### src/rtl/ifbrk_pkg.sv
`timescale 1ns/1ps
package ifbrk_pkg;
  localparam int COND_W = 8;

  // condition word: size [7:6], dir [5:4], kind [3:2], bus [1:0]
  typedef struct packed {
    logic [1:0] size;
    logic [1:0] dir;
    logic [1:0] kind;
    logic [1:0] bus;
  } cond_t;

  localparam logic [1:0] BUS_CORE   = 2'b01;
  localparam logic [1:0] KIND_FETCH = 2'b01;
  localparam logic [1:0] DIR_READ   = 2'b01;
  localparam logic [1:0] SIZE_WORD  = 2'b10;
  localparam logic [1:0] SIZE_LONG  = 2'b11;

  function automatic logic fetch_cond_ok(input cond_t c);
    return (c.bus == BUS_CORE) && (c.kind == KIND_FETCH) && (c.dir == DIR_READ) &&
           ((c.size == SIZE_WORD) || (c.size == SIZE_LONG));
  endfunction

  function automatic logic chan_armed(input cond_t c, input logic addr_lsb);
    return fetch_cond_ok(c) && !addr_lsb;
  endfunction
endpackage

### src/rtl/ifbrk_chan.sv
`timescale 1ns/1ps
module ifbrk_chan
  import ifbrk_pkg::*;
#(
  parameter int AW = 32
) (
  input  logic          clk,
  input  logic          rst_n,
  input  logic          wr_addr,
  input  logic          wr_cond,
  input  logic          wr_post,
  input  logic          post_wval,
  input  logic [AW-1:0] wdata,
  input  logic          flag_we,
  input  logic          flag_wval,
  input  logic          flag_set,
  input  logic [AW-1:0] fetch_addr,
  output logic [AW-1:0] addr_q,
  output cond_t         cond_q,
  output logic          post_q,
  output logic          armed,
  output logic          fetch_hit,
  output logic          flag_q
);
  always_ff @(posedge clk or negedge rst_n) begin
    if (!rst_n) begin
      addr_q <= '0;
      cond_q <= '0;
      post_q <= 1'b0;
      flag_q <= 1'b0;
    end else begin
      if (wr_addr) addr_q <= wdata;
      if (wr_cond) cond_q <= cond_t'(wdata[COND_W-1:0]);
      if (wr_post) post_q <= post_wval;
      if (flag_set)                  flag_q <= 1'b1;
      else if (flag_we && !flag_wval) flag_q <= 1'b0;
    end
  end

  assign armed     = chan_armed(cond_q, addr_q[0]);
  assign fetch_hit = armed && (fetch_addr == addr_q);
endmodule

### src/rtl/ifbrk_tagtab.sv
`timescale 1ns/1ps
module ifbrk_tagtab #(
  parameter int NCH = 2,
  parameter int TW  = 3
) (
  input  logic           clk,
  input  logic           rst_n,
  input  logic           wr_en,
  input  logic [TW-1:0]  wr_tag,
  input  logic [NCH-1:0] wr_hits,
  input  logic [TW-1:0]  rd_tag_a,
  input  logic [TW-1:0]  rd_tag_b,
  output logic [NCH-1:0] rd_hits_a,
  output logic [NCH-1:0] rd_hits_b
);
  localparam int DEPTH = 1 << TW;

  logic [NCH-1:0] tab [DEPTH];

  always_ff @(posedge clk or negedge rst_n) begin
    if (!rst_n) begin
      for (int i = 0; i < DEPTH; i++) tab[i] <= '0;
    end else if (wr_en) begin
      tab[wr_tag] <= wr_hits;
    end
  end

  assign rd_hits_a = tab[rd_tag_a];
  assign rd_hits_b = tab[rd_tag_b];
endmodule

### src/rtl/ifbrk_seq.sv
`timescale 1ns/1ps
module ifbrk_seq #(
  parameter int NCH = 2,
  parameter int TW  = 3
) (
  input  logic             clk,
  input  logic             rst_n,
  input  logic             ret_valid,
  input  logic             ret_cancel,
  input  logic             ret_pair,
  input  logic [TW-1:0]    ret_tag,
  input  logic [NCH-1:0]   hits_main,
  input  logic [NCH-1:0]   hits_slot,
  input  logic [NCH-1:0]   post_sel,
  input  logic             blk,
  output logic             exec,
  output logic [NCH-1:0]   conf_hits,
  output logic [NCH-1:0]   pend_q,
  output logic             brk_req,
  output logic [2*NCH-1:0] brk_cause,
  output logic [TW-1:0]    brk_tag
);
  logic [NCH-1:0]   pre_now;
  logic [NCH-1:0]   post_now;
  logic [2*NCH-1:0] fire_vec;
  logic             fire;

  assign exec      = ret_valid && !ret_cancel;
  assign conf_hits = exec ? (hits_main | (ret_pair ? hits_slot : '0)) : '0;
  assign pre_now   = conf_hits & ~post_sel;
  assign post_now  = conf_hits & post_sel;
  assign fire_vec  = {(exec ? pend_q : '0), pre_now};
  assign fire      = (|fire_vec) && !blk;

  always_ff @(posedge clk or negedge rst_n) begin
    if (!rst_n) begin
      pend_q    <= '0;
      brk_req   <= 1'b0;
      brk_cause <= '0;
      brk_tag   <= '0;
    end else begin
      brk_req   <= fire;
      brk_cause <= fire ? fire_vec : '0;
      brk_tag   <= fire ? ret_tag : '0;
      if (exec) pend_q <= post_now;
    end
  end
endmodule

### src/rtl/ifbrk_unit.sv
`timescale 1ns/1ps
module ifbrk_unit
  import ifbrk_pkg::*;
#(
  parameter int NCH = 2,
  parameter int AW  = 32,
  parameter int TW  = 3,
  localparam int SW = $clog2(2*NCH+2)
) (
  input  logic             clk,
  input  logic             rst_n,
  input  logic             cfg_we,
  input  logic [SW-1:0]    cfg_sel,
  input  logic [AW-1:0]    cfg_wdata,
  output logic [AW-1:0]    cfg_rdata,
  input  logic             fetch_valid,
  input  logic [AW-1:0]    fetch_addr,
  input  logic [TW-1:0]    fetch_tag,
  input  logic             ret_valid,
  input  logic [TW-1:0]    ret_tag,
  input  logic             ret_cancel,
  input  logic             ret_pair,
  input  logic [TW-1:0]    ret_slot_tag,
  input  logic             cpu_block,
  output logic             brk_req,
  output logic [2*NCH-1:0] brk_cause,
  output logic [TW-1:0]    brk_tag
);
  localparam logic [SW-1:0] SEL_CTRL = SW'(2*NCH);
  localparam logic [SW-1:0] SEL_FLAG = SW'(2*NCH+1);

  logic [AW-1:0]  addr_q [NCH];
  cond_t          cond_q [NCH];
  logic [NCH-1:0] post_vec;
  logic [NCH-1:0] flag_vec;
  logic [NCH-1:0] armed_vec;
  logic [NCH-1:0] fetch_hit_vec;
  logic [NCH-1:0] hits_main;
  logic [NCH-1:0] hits_slot;
  logic [NCH-1:0] conf_hits;
  logic [NCH-1:0] pend_q;
  logic           exec;

  for (genvar c = 0; c < NCH; c++) begin : g_ch
    ifbrk_chan #(.AW(AW)) u_chan (
      .clk       (clk),
      .rst_n     (rst_n),
      .wr_addr   (cfg_we && (cfg_sel == SW'(2*c))),
      .wr_cond   (cfg_we && (cfg_sel == SW'(2*c+1))),
      .wr_post   (cfg_we && (cfg_sel == SEL_CTRL)),
      .post_wval (cfg_wdata[c]),
      .wdata     (cfg_wdata),
      .flag_we   (cfg_we && (cfg_sel == SEL_FLAG)),
      .flag_wval (cfg_wdata[c]),
      .flag_set  (conf_hits[c]),
      .fetch_addr(fetch_addr),
      .addr_q    (addr_q[c]),
      .cond_q    (cond_q[c]),
      .post_q    (post_vec[c]),
      .armed     (armed_vec[c]),
      .fetch_hit (fetch_hit_vec[c]),
      .flag_q    (flag_vec[c])
    );
  end

  ifbrk_tagtab #(.NCH(NCH), .TW(TW)) u_tab (
    .clk      (clk),
    .rst_n    (rst_n),
    .wr_en    (fetch_valid),
    .wr_tag   (fetch_tag),
    .wr_hits  (fetch_hit_vec),
    .rd_tag_a (ret_tag),
    .rd_tag_b (ret_slot_tag),
    .rd_hits_a(hits_main),
    .rd_hits_b(hits_slot)
  );

  ifbrk_seq #(.NCH(NCH), .TW(TW)) u_seq (
    .clk      (clk),
    .rst_n    (rst_n),
    .ret_valid(ret_valid),
    .ret_cancel(ret_cancel),
    .ret_pair (ret_pair),
    .ret_tag  (ret_tag),
    .hits_main(hits_main),
    .hits_slot(hits_slot),
    .post_sel (post_vec),
    .blk      (cpu_block),
    .exec     (exec),
    .conf_hits(conf_hits),
    .pend_q   (pend_q),
    .brk_req  (brk_req),
    .brk_cause(brk_cause),
    .brk_tag  (brk_tag)
  );

  always_comb begin
    cfg_rdata = '0;
    for (int i = 0; i < NCH; i++) begin
      if (cfg_sel == SW'(2*i))   cfg_rdata = addr_q[i];
      if (cfg_sel == SW'(2*i+1)) cfg_rdata = AW'(cond_q[i]);
    end
    if (cfg_sel == SEL_CTRL) cfg_rdata = AW'(post_vec);
    if (cfg_sel == SEL_FLAG) cfg_rdata = AW'(flag_vec);
  end
endmodule

### config.mk
export PLATFORM = sky130hd
export DESIGN_NAME = ifbrk_unit
export DESIGN_NICKNAME = d
export VERILOG_FILES = /design/src/rtl/ifbrk_pkg.sv /design/src/rtl/ifbrk_chan.sv /design/src/rtl/ifbrk_tagtab.sv /design/src/rtl/ifbrk_seq.sv /design/src/rtl/ifbrk_unit.sv
export SDC_FILE = /design/constraint.sdc
export NUM_CORES = 1
export LEC_CHECK = 0
export BUFFER_PORTS_ARGS = -buffer_cell sky130_fd_sc_hd__buf_4
export CAP_MARGIN = 20
export CORE_ASPECT_RATIO = 0.5
export CORE_MARGIN = 2
export CORE_UTILIZATION = 40
export DETAILED_ROUTE_END_ITERATION = 6
export PLACE_DENSITY = 0.72
export SLEW_MARGIN = 15
export SYNTH_ARGS = -nofsm -noshare
export SYNTH_HDL_FRONTEND = slang
export SYNTH_SLANG_ARGS = --single-unit
export TNS_END_PERCENT = 10
### constraint.sdc
create_clock -name clk -period 1.85 [get_ports clk]
set_input_delay 0.0925 -clock clk [delete_from_list [all_inputs] [get_ports clk]]
set_output_delay 0.0925 -clock clk [all_outputs]
set_load 0.02 [all_outputs]
==> results.txt, run 1 <==
----------------------------------------------------
[Run status]
  Outcome ... complete, no violations

[Power and ir drop]
  Combinational share of power ... 25.0%
  Sequential group share of total power ... 46.2%
  Power consumption ... 6920 uW
  Net switching share of the total power ... 29.9%
  Power density of the placed cells ... 915 mW/mm2
  Fraction of power consumed by the clock network ... 28.9%
  Max IR drop VDD ... 0.000481 V
  Static Leakage ... 0.00323 uW
  Internal power consumption ... 4850 uW
  Power dissipated by switching net loads ... 2070 uW

[Worst setup path]
  CP Data Required Time ... 1.76 ns
  Category of the most critical setup path ... reg -> out
  Highest net fanout along the worst path ... 3
  Crit path max-delay cell type ... sky130_fd_sc_hd__mux4_2
  Cell type group with the largest total delay on the critical path ... multiplexers
  Worst reg2reg path startpoint ... g_ch[0].u_chan.addr_q[18]
  Number of cells on the worst reg-to-reg path ... 5
  Setup crit end kind ... output port
  Critical path buffer and inverter count ... 2
  Data arrival, critical path ... 1.61 ns
  Delay of the slowest critical-path stage ... 0.47 ns
  Critical path launch point type ... register
  Worst r2r dst ... u_tab.tab[12]
  Worst-path cell chain ... mux4_2 -> inv_1 -> o22ai_1 -> buf_4
  Reg-to-reg slack, setup ... 0.14 ns

[Job]
  Max-Cap Viols ... 0

[Global route]
  Overall fraction of global-route tracks in use ... 20.5%
  Final global-route overflow total ... 0
  Busiest metal layer after global routing ... met2
  GR met1 Demand/Resource ... 28.6%
  First-pass GRT wire length ... 24100 um
  Largest net degree at the start of global routing ... 62
  Via count of the first global-routing pass ... 4413
  Met3 Resource Use GR ... 4.04%
  Met2 global-route usage ... 32.6%
  Number of antenna violations at the first check in global routing ... 0

[Clocking]
  CTS clk-pin slew, worst paths ... 0.08 ns
  Maximum level of the CTS H-tree ... 3
  Root buffer cell ... sky130_fd_sc_hd__clkbuf_16
  CTS buffer count ... 9
  TritonCTS clock tree ... yes
  Worst skew pair latency ... 0.36 ns
  Buffer levels on the longest clock path ... 2
  Clk sinks ... 110

[Synth]
  Post-synth EDFFs ... 0
  Cells after synthesis ... 468
  Synthesized area ... 0.00576 mm2
  Cell types occupying the most area after synthesis ... sky130_fd_sc_hd__dfrtp_1 (48%), sky130_fd_sc_hd__mux2_2 (12%), sky130_fd_sc_hd__xnor2_1 (8.7%)
  Count of synthesis-stage warnings from yosys ... 0
  Post-synth top area share ... 47.8%
  Register area share after synthesis ... 47.8%
  Post-synthesis sequential element count ... 110
  Area leader, netlist ... sky130_fd_sc_hd__dfrtp_1
  Proportion of synthesized flip-flops having asynchronous set or reset ... 100%
  Net count of the mapped netlist ... 552
  Flip-flop cell with the highest count after synthesis ... sky130_fd_sc_hd__dfrtp_1
  Number of distinct library cells after synthesis ... 42
  Post-synthesis area per instance ... 12.3 um2

[Min path]
  Cell depth of the worst hold path ... 2
  Worst min-delay path category ... in -> reg
  Source of the worst hold timing path ... cfg_wdata[2]
  Endpoint of the worst hold path ... g_ch[1].u_chan.cond_q[2]

[Layout]
  Final #Nets ... 709
  Layout cells sized above 1 ... 36.7%
  Number of antenna diodes ... 0
  Number of inserted filler cells in the final layout ... 1203
  Layout-stage area growth over the synthesis result ... 31.3%
  Post-route insts no fill ... 822

[Drt]
  Detailed Routing Iterations Pass 1 ... 4
  Via density per instance ... 5.29
  DRT iter0 DRCs ... 241
  Average routed wire per standard cell ... 18.5 um
  DRT Wirelength ... 15200 um
  Number of nets with antenna violations after detailed routing ... 0
  Residual DRC ... 0
  DR vias ... 4350

[Die]
  Die boundary width ... 174 um
  Die H ... 88.9 um
  Core Region ... 0.0138 mm2
  Top Ports ... 124
  Die area ... 0.0154 mm2
  Standard-cell row count ... 30
  Starting Density ... 41.7%

[Timing]
  Worst Clk Skew ... 0.0114 ns
  Setup violations, final ... 0
  Minimum hold slack ... 0.0122 ns
  Final TNS setup ... 0 ns
  Tmin final ... 1.71 ns
  Hold violation total from the final report ... 0
  Slew of the pin with the lowest slew margin ... 0.496 ns
  Slew Limit Headroom ... 66.9%
  Max Freq ... 0.586 GHz
  Final clock period utilization by the worst path ... 92.3%
  Count of pins over their slew limit ... 0
  Unrepaired setup endpoints after global routing ... false

[Placed design]
  Number of instances in the placed design ... 774
  Placed wire-length estimate after detailed placement ... 11100 um
  GPL Wtd Cong ... 0.857
  Port Buffer Count ... 123

----------------------------------------------------
through the flow:
stage / utilization, % / setup WS, ns / area, um2
floorplan: - / 0.392 / 5760
global placement: 50.1 / 0.0831 / 6920
detailed placement: 50.1 / 0.0697 / 6920
CTS: 54.5 / 0.00487 / 7530
global route: 54.8 / 0.0157 / 7570
finish: 54.8 / 0.143 / 7570
synth_stat cells, types with 3 or more instances:
library cell,n
sky130_fd_sc_hd__a21boi_0,3
sky130_fd_sc_hd__a22o_1,24
sky130_fd_sc_hd__and2_1,3
sky130_fd_sc_hd__buf_4,7
sky130_fd_sc_hd__buf_6,3
sky130_fd_sc_hd__clkbuf_1,7
sky130_fd_sc_hd__dfrtp_1,110
sky130_fd_sc_hd__inv_1,3
sky130_fd_sc_hd__mux2_1,31
sky130_fd_sc_hd__mux2_2,63
sky130_fd_sc_hd__mux4_2,8
sky130_fd_sc_hd__nand2_1,27
sky130_fd_sc_hd__nand2b_1,6
sky130_fd_sc_hd__nand3_1,6
sky130_fd_sc_hd__nand4_1,16
sky130_fd_sc_hd__nand4b_1,3
sky130_fd_sc_hd__nor2_1,5
sky130_fd_sc_hd__nor2b_1,14
sky130_fd_sc_hd__nor3_1,6
sky130_fd_sc_hd__nor4_1,6
sky130_fd_sc_hd__o21ai_0,21
sky130_fd_sc_hd__o22ai_1,6
sky130_fd_sc_hd__xnor2_1,57
sky130_fd_sc_hd__xor2_1,6
layout by cell type, fill, tap and decap left out, drive strengths merged, types with 2 or more instances in the layout:
master       Yosys  layout
nor3             8       8
or3              2       2
dfrtp          110     110
clkbuf           8       9
nor3b            2       2
or2              2       2
a21oi            2       2
a21boi           3       3
xnor2           57      57
a22o            24      24
buf             11     134
nand3            6       6
nand2b           7       7
mux4             8       8
o221ai           2       2
xor2             6       6
o21ai           23      23
nand4           16      16
and2             3       3
clkinvlp         0       2
nor2b           14      14
dlygate4sd3      0      31
mux2            94      94
inv              3       5
clkinv           0       2
nor4bb           2       2
nand2           27      27
nand4b           3       3
o22ai            6       6
mux2i            2       2
nor4             6       6
a211oi           2       2
nor2             5       5
a2111oi          2       2
cell type report:
type / count / area [um2] / share of cell area, %
Clock inverter: 7 / 80.1 / 1.06
Sequential cell: 110 / 2750 / 36.4
Multi-Input combinational cell: 336 / 2900 / 38.4
Inverter: 3 / 11.3 / 0.149
Tap cell: 192 / 240 / 3.18
Timing Repair Buffer: 165 / 1350 / 17.9
Clock buffer: 9 / 225 / 2.98
logic make-up (layout without fill, tap and decap cells):
kind of cell,Yosys count,after routing,synth area share (%)
mux,104,104,21.8
buf+inv,22,184,2.32
compound gates,64,64,7.73
xor+xnor,63,63,9.58
simple gates,105,105,10.7
flops,110,110,47.8
power groups by stage:
stage               Clock [uW]  Sequential (uW)  Combinational, uW
detailed placement           0             3240               1660
CTS                       2030             3190               1720
finish                    2000             3200               1730
floorplan                    0             3150               1040
global route              2120             3260               1850
global placement             0             3210               1640
registers in the layout (all words and copies together), names as in the netlist:
| signal | cells |
|---|---|
| u_seq.brk_tag | 3 |
| g_ch.u_chan.post_q | 2 |
| u_tab.tab | 16 |
| u_seq.brk_req | 1 |
| u_seq.pend_q | 2 |
| g_ch.u_chan.cond_q | 16 |
| g_ch.u_chan.flag_q | 2 |
| u_seq.brk_cause | 4 |
| g_ch.u_chan.addr_q | 64 |
routing by layer:
metal	routed length, um	part of all wire, %
met2	7040	46
met4	248	1.6
met1	7360	48
met3	569	3.7
met5	0	0
worst reg2reg max path, stage by stage (launching register included):
cell,delay (ns)
sky130_fd_sc_hd__dfrtp_1,0.41
sky130_fd_sc_hd__xnor2_1,0.39
sky130_fd_sc_hd__nand3_1,0.13
sky130_fd_sc_hd__nor4_1,0.26
sky130_fd_sc_hd__nand3_2,0.22
sky130_fd_sc_hd__o21ai_0,0.21
how the worst max path moves through the flow:
stage / from / end / slack (ns) / cells past startpoint
finish: g_ch[0].u_chan.addr_q[1] / cfg_rdata[1] / 0.14 / 4
global route: g_ch[0].u_chan.addr_q[18] / u_tab.tab[0] / 0.02 / 5
CTS: g_ch[0].u_chan.addr_q[12] / u_tab.tab[0] / 0.005 / 5
detailed placement: g_ch[0].u_chan.addr_q[12] / u_tab.tab[0] / 0.07 / 5
global placement: g_ch[0].u_chan.addr_q[12] / u_tab.tab[0] / 0.08 / 5
floorplan: u_tab.tab[15] / u_seq.brk_tag[0] / 0.39 / 5
repair_timing:
item / in CTS / in global routing
endpoints found under the hold margin: 90 / 0
hold buffers: 31 / 0
resized for setup: 0 / 5
endpoints found under the setup margin: 0 / 18
setup buffers: 0 / 1
Note: power is estimated with default switching activity, not from simulation.
==> inputs of run 2 (changes only) <==
Settings changed: CORE_MARGIN 2 to default, SETUP_SLACK_MARGIN from default to 0.2.
==> run 2 against run 1 <==
Compared with the run above:
- cell count grew 0.61%
- non-clock buffer count is 5 higher
- power is 1.7% higher
- register-to-register slack improved by 0.04 ns
- critical path depth up 1
- sequential share of layout area is 0.90 points lower
- core utilization is 1.4 points higher
- first-iteration DRC count grew 34%
- critical endpoint is now cfg_rdata[0]
- largest power group unchanged
- highest routed layer unchanged
==> results.txt, run 2 (synthesis results as in run 1) <==
----------------------------------------------------
[Timing]
  Slew Limit Headroom ... 53.8%
  Hold violation total from the final report ... 0
  Slew of the pin with the lowest slew margin ... 0.693 ns
  Final clock period utilization by the worst path ... 93.7%
  Unrepaired setup endpoints after global routing ... true
  Minimum hold slack ... 0.00953 ns
  Worst Clk Skew ... 0.00997 ns
  Final TNS setup ... 0 ns
  Final setup margin ... 0.116 ns
  Max Freq ... 0.577 GHz
  Setup violations, final ... 0
  Count of pins over their slew limit ... 0
  Tmin final ... 1.73 ns

[Clocking]
  CTS clk-pin slew, worst paths ... 0.07 ns
  CTS buffer count ... 9
  Buffer levels on the longest clock path ... 2
  TritonCTS clock tree ... yes
  Root buffer cell ... sky130_fd_sc_hd__clkbuf_16
  Worst skew pair latency ... 0.36 ns
  Maximum level of the CTS H-tree ... 3
  Clk sinks ... 110

[Global route]
  Via count of the first global-routing pass ... 4368
  Number of antenna violations at the first check in global routing ... 0
  Overall fraction of global-route tracks in use ... 21.6%
  First-pass GRT wire length ... 24000 um
  Final global-route overflow total ... 0
  Largest net degree at the start of global routing ... 50

[Layout]
  Register Area ... 0.00275 mm2
  Number of flip-flops in the largest register ... 64
  Final #Nets ... 714
  Number of inserted filler cells in the final layout ... 1188
  Top library cells by usage in the layout, fill and taps aside ... sky130_fd_sc_hd__buf_4 (132), sky130_fd_sc_hd__dfrtp_1 (110), sky130_fd_sc_hd__mux2_2 (63), sky130_fd_sc_hd__xnor2_1 (47), sky130_fd_sc_hd__mux2_1 (31)
  Post-route insts no fill ... 827
  Layout cells sized above 1 ... 40.0%
  Leading cell type in the layout, fill and taps excluded ... sky130_fd_sc_hd__buf_4
  Largest register by flop count ... g_ch.u_chan.addr_q
  Area used by multi-input combinational logic ... 0.00301 mm2
  Layout-stage area growth over the synthesis result ... 34.7%
  Leading registers by flop count ... g_ch.u_chan.addr_q: 64 flops, g_ch.u_chan.cond_q: 16 flops, u_tab.tab: 16 flops
  Number of antenna diodes ... 0

[Placed design]
  GPL Wtd Cong ... 0.811
  Placed wire-length estimate after detailed placement ... 11300 um
  Setup Slack @ Placement ... 0.0418 ns
  Port Buffer Count ... 123
  Number of instances in the placed design ... 777

[Worst setup path]
  Crit path max-delay cell type ... sky130_fd_sc_hd__mux4_2
  Reg-to-reg slack, setup ... 0.18 ns
  CP Data Required Time ... 1.76 ns
  Number of cells on the worst reg-to-reg path ... 6
  Setup crit end kind ... output port
  Worst-path cell chain ... buf_6 -> mux4_2 -> inv_2 -> o22ai_4 -> buf_6
  Worst r2r dst ... u_tab.tab[2]
  Worst reg2reg path startpoint ... g_ch[0].u_chan.addr_q[17]
  Delay of the slowest critical-path stage ... 0.46 ns
  Critical path launch point type ... register
  Most Frequent Cell on Critical Path ... sky130_fd_sc_hd__buf_6
  Data arrival, critical path ... 1.64 ns
  Category of the most critical setup path ... reg -> out
  Highest net fanout along the worst path ... 2

[Drt]
  DRT iter0 DRCs ... 322
  Detailed Routing Iterations Pass 1 ... 4
  Residual DRC ... 0
  Number of nets with antenna violations after detailed routing ... 0
  DRT Wirelength ... 15400 um
  DR vias ... 4382
  Average routed wire per standard cell ... 18.7 um
  Via density per instance ... 5.30

[Power and ir drop]
  Max IR drop VDD ... 0.000515 V
  Power density of the placed cells ... 907 mW/mm2
  Static Leakage ... 0.00333 uW
  Power consumption ... 7040 uW

[Min path]
  Source of the worst hold timing path ... cfg_wdata[3]
  Worst min-delay path category ... in -> reg
  Endpoint of the worst hold path ... g_ch[1].u_chan.addr_q[3]
  Cell depth of the worst hold path ... 2

[Die]
  Top Ports ... 124
  Die area ... 0.0149 mm2
  Core Region ... 0.0138 mm2
  Starting Density ... 41.7%
  Standard-cell row count ... 30
  Die boundary width ... 172 um
  Die H ... 86.9 um

[Job]
  Max-Cap Viols ... 0

[Run status]
  Outcome ... complete, no violations

----------------------------------------------------
run 2: what timing repair did:
action / CTS / global route
gates resized for setup: 13 / 19
hold endpoints to repair: 102 / 1
hold buffers: 29 / 1
pin swaps: 3 / 12
setup buffers: 3 / 1
endpoints found under the setup margin: 23 / 31
run 2: worst max-delay path by stage:
stage,start,depth (start not counted),slack (ns),to
detailed placement,g_ch[0].u_chan.addr_q[17],6,0.04,u_tab.tab[14]
global route,g_ch[1].u_chan.addr_q[0],5,0.07,cfg_rdata[0]
floorplan,u_tab.tab[15],5,0.39,u_seq.brk_tag[0]
finish,g_ch[1].u_chan.addr_q[0],5,0.12,cfg_rdata[0]
global placement,g_ch[0].u_chan.addr_q[9],6,0.03,u_tab.tab[0]
CTS,g_ch[1].u_chan.addr_q[0],5,0.10,cfg_rdata[0]
run 2: metal layers:
| layer | wire, um | track usage [%] |
|---|---|---|
| met1 | 7020 | 30.5 |
| met2 | 7390 | 35.0 |
| met3 | 834 | 3.77 |
| met4 | 183 | 4.91 |
| met5 | 0 | 0 |
run 2: through the flow:
stage / cell area [um2] / util [%]
6_report: 7760 / 56.2
5_1_grt: 7760 / 56.2
4_1_cts: 7660 / 55.4
3_5_place_dp: 6980 / 50.5
3_3_place_gp: 6980 / 50.5
2_1_floorplan: 5760 / -
run 2: final cells by class:
type / count / area share, %
multi-input combinational: 336 / 38.8
sequential: 110 / 35.5
timing repair buffer: 170 / 18.5
tap: 192 / 3.10
clock buffer: 10 / 3.08
clock inverter: 6 / 0.887
inverter: 3 / 0.145
run 2: power by group:
part / switching, uW / total, uW / internal (uW)
sequential: 390 / 3210 / 2820
combinational: 789 / 1820 / 1030
clock: 907 / 2000 / 1090
run 2: worst max-delay path: cells and delay by family, from the launching register on:
kind / cells / cell delay (ns)
compound gates: 1 / 0.08
buf+inv: 3 / 0.36
flops: 1 / 0.39
mux: 1 / 0.46
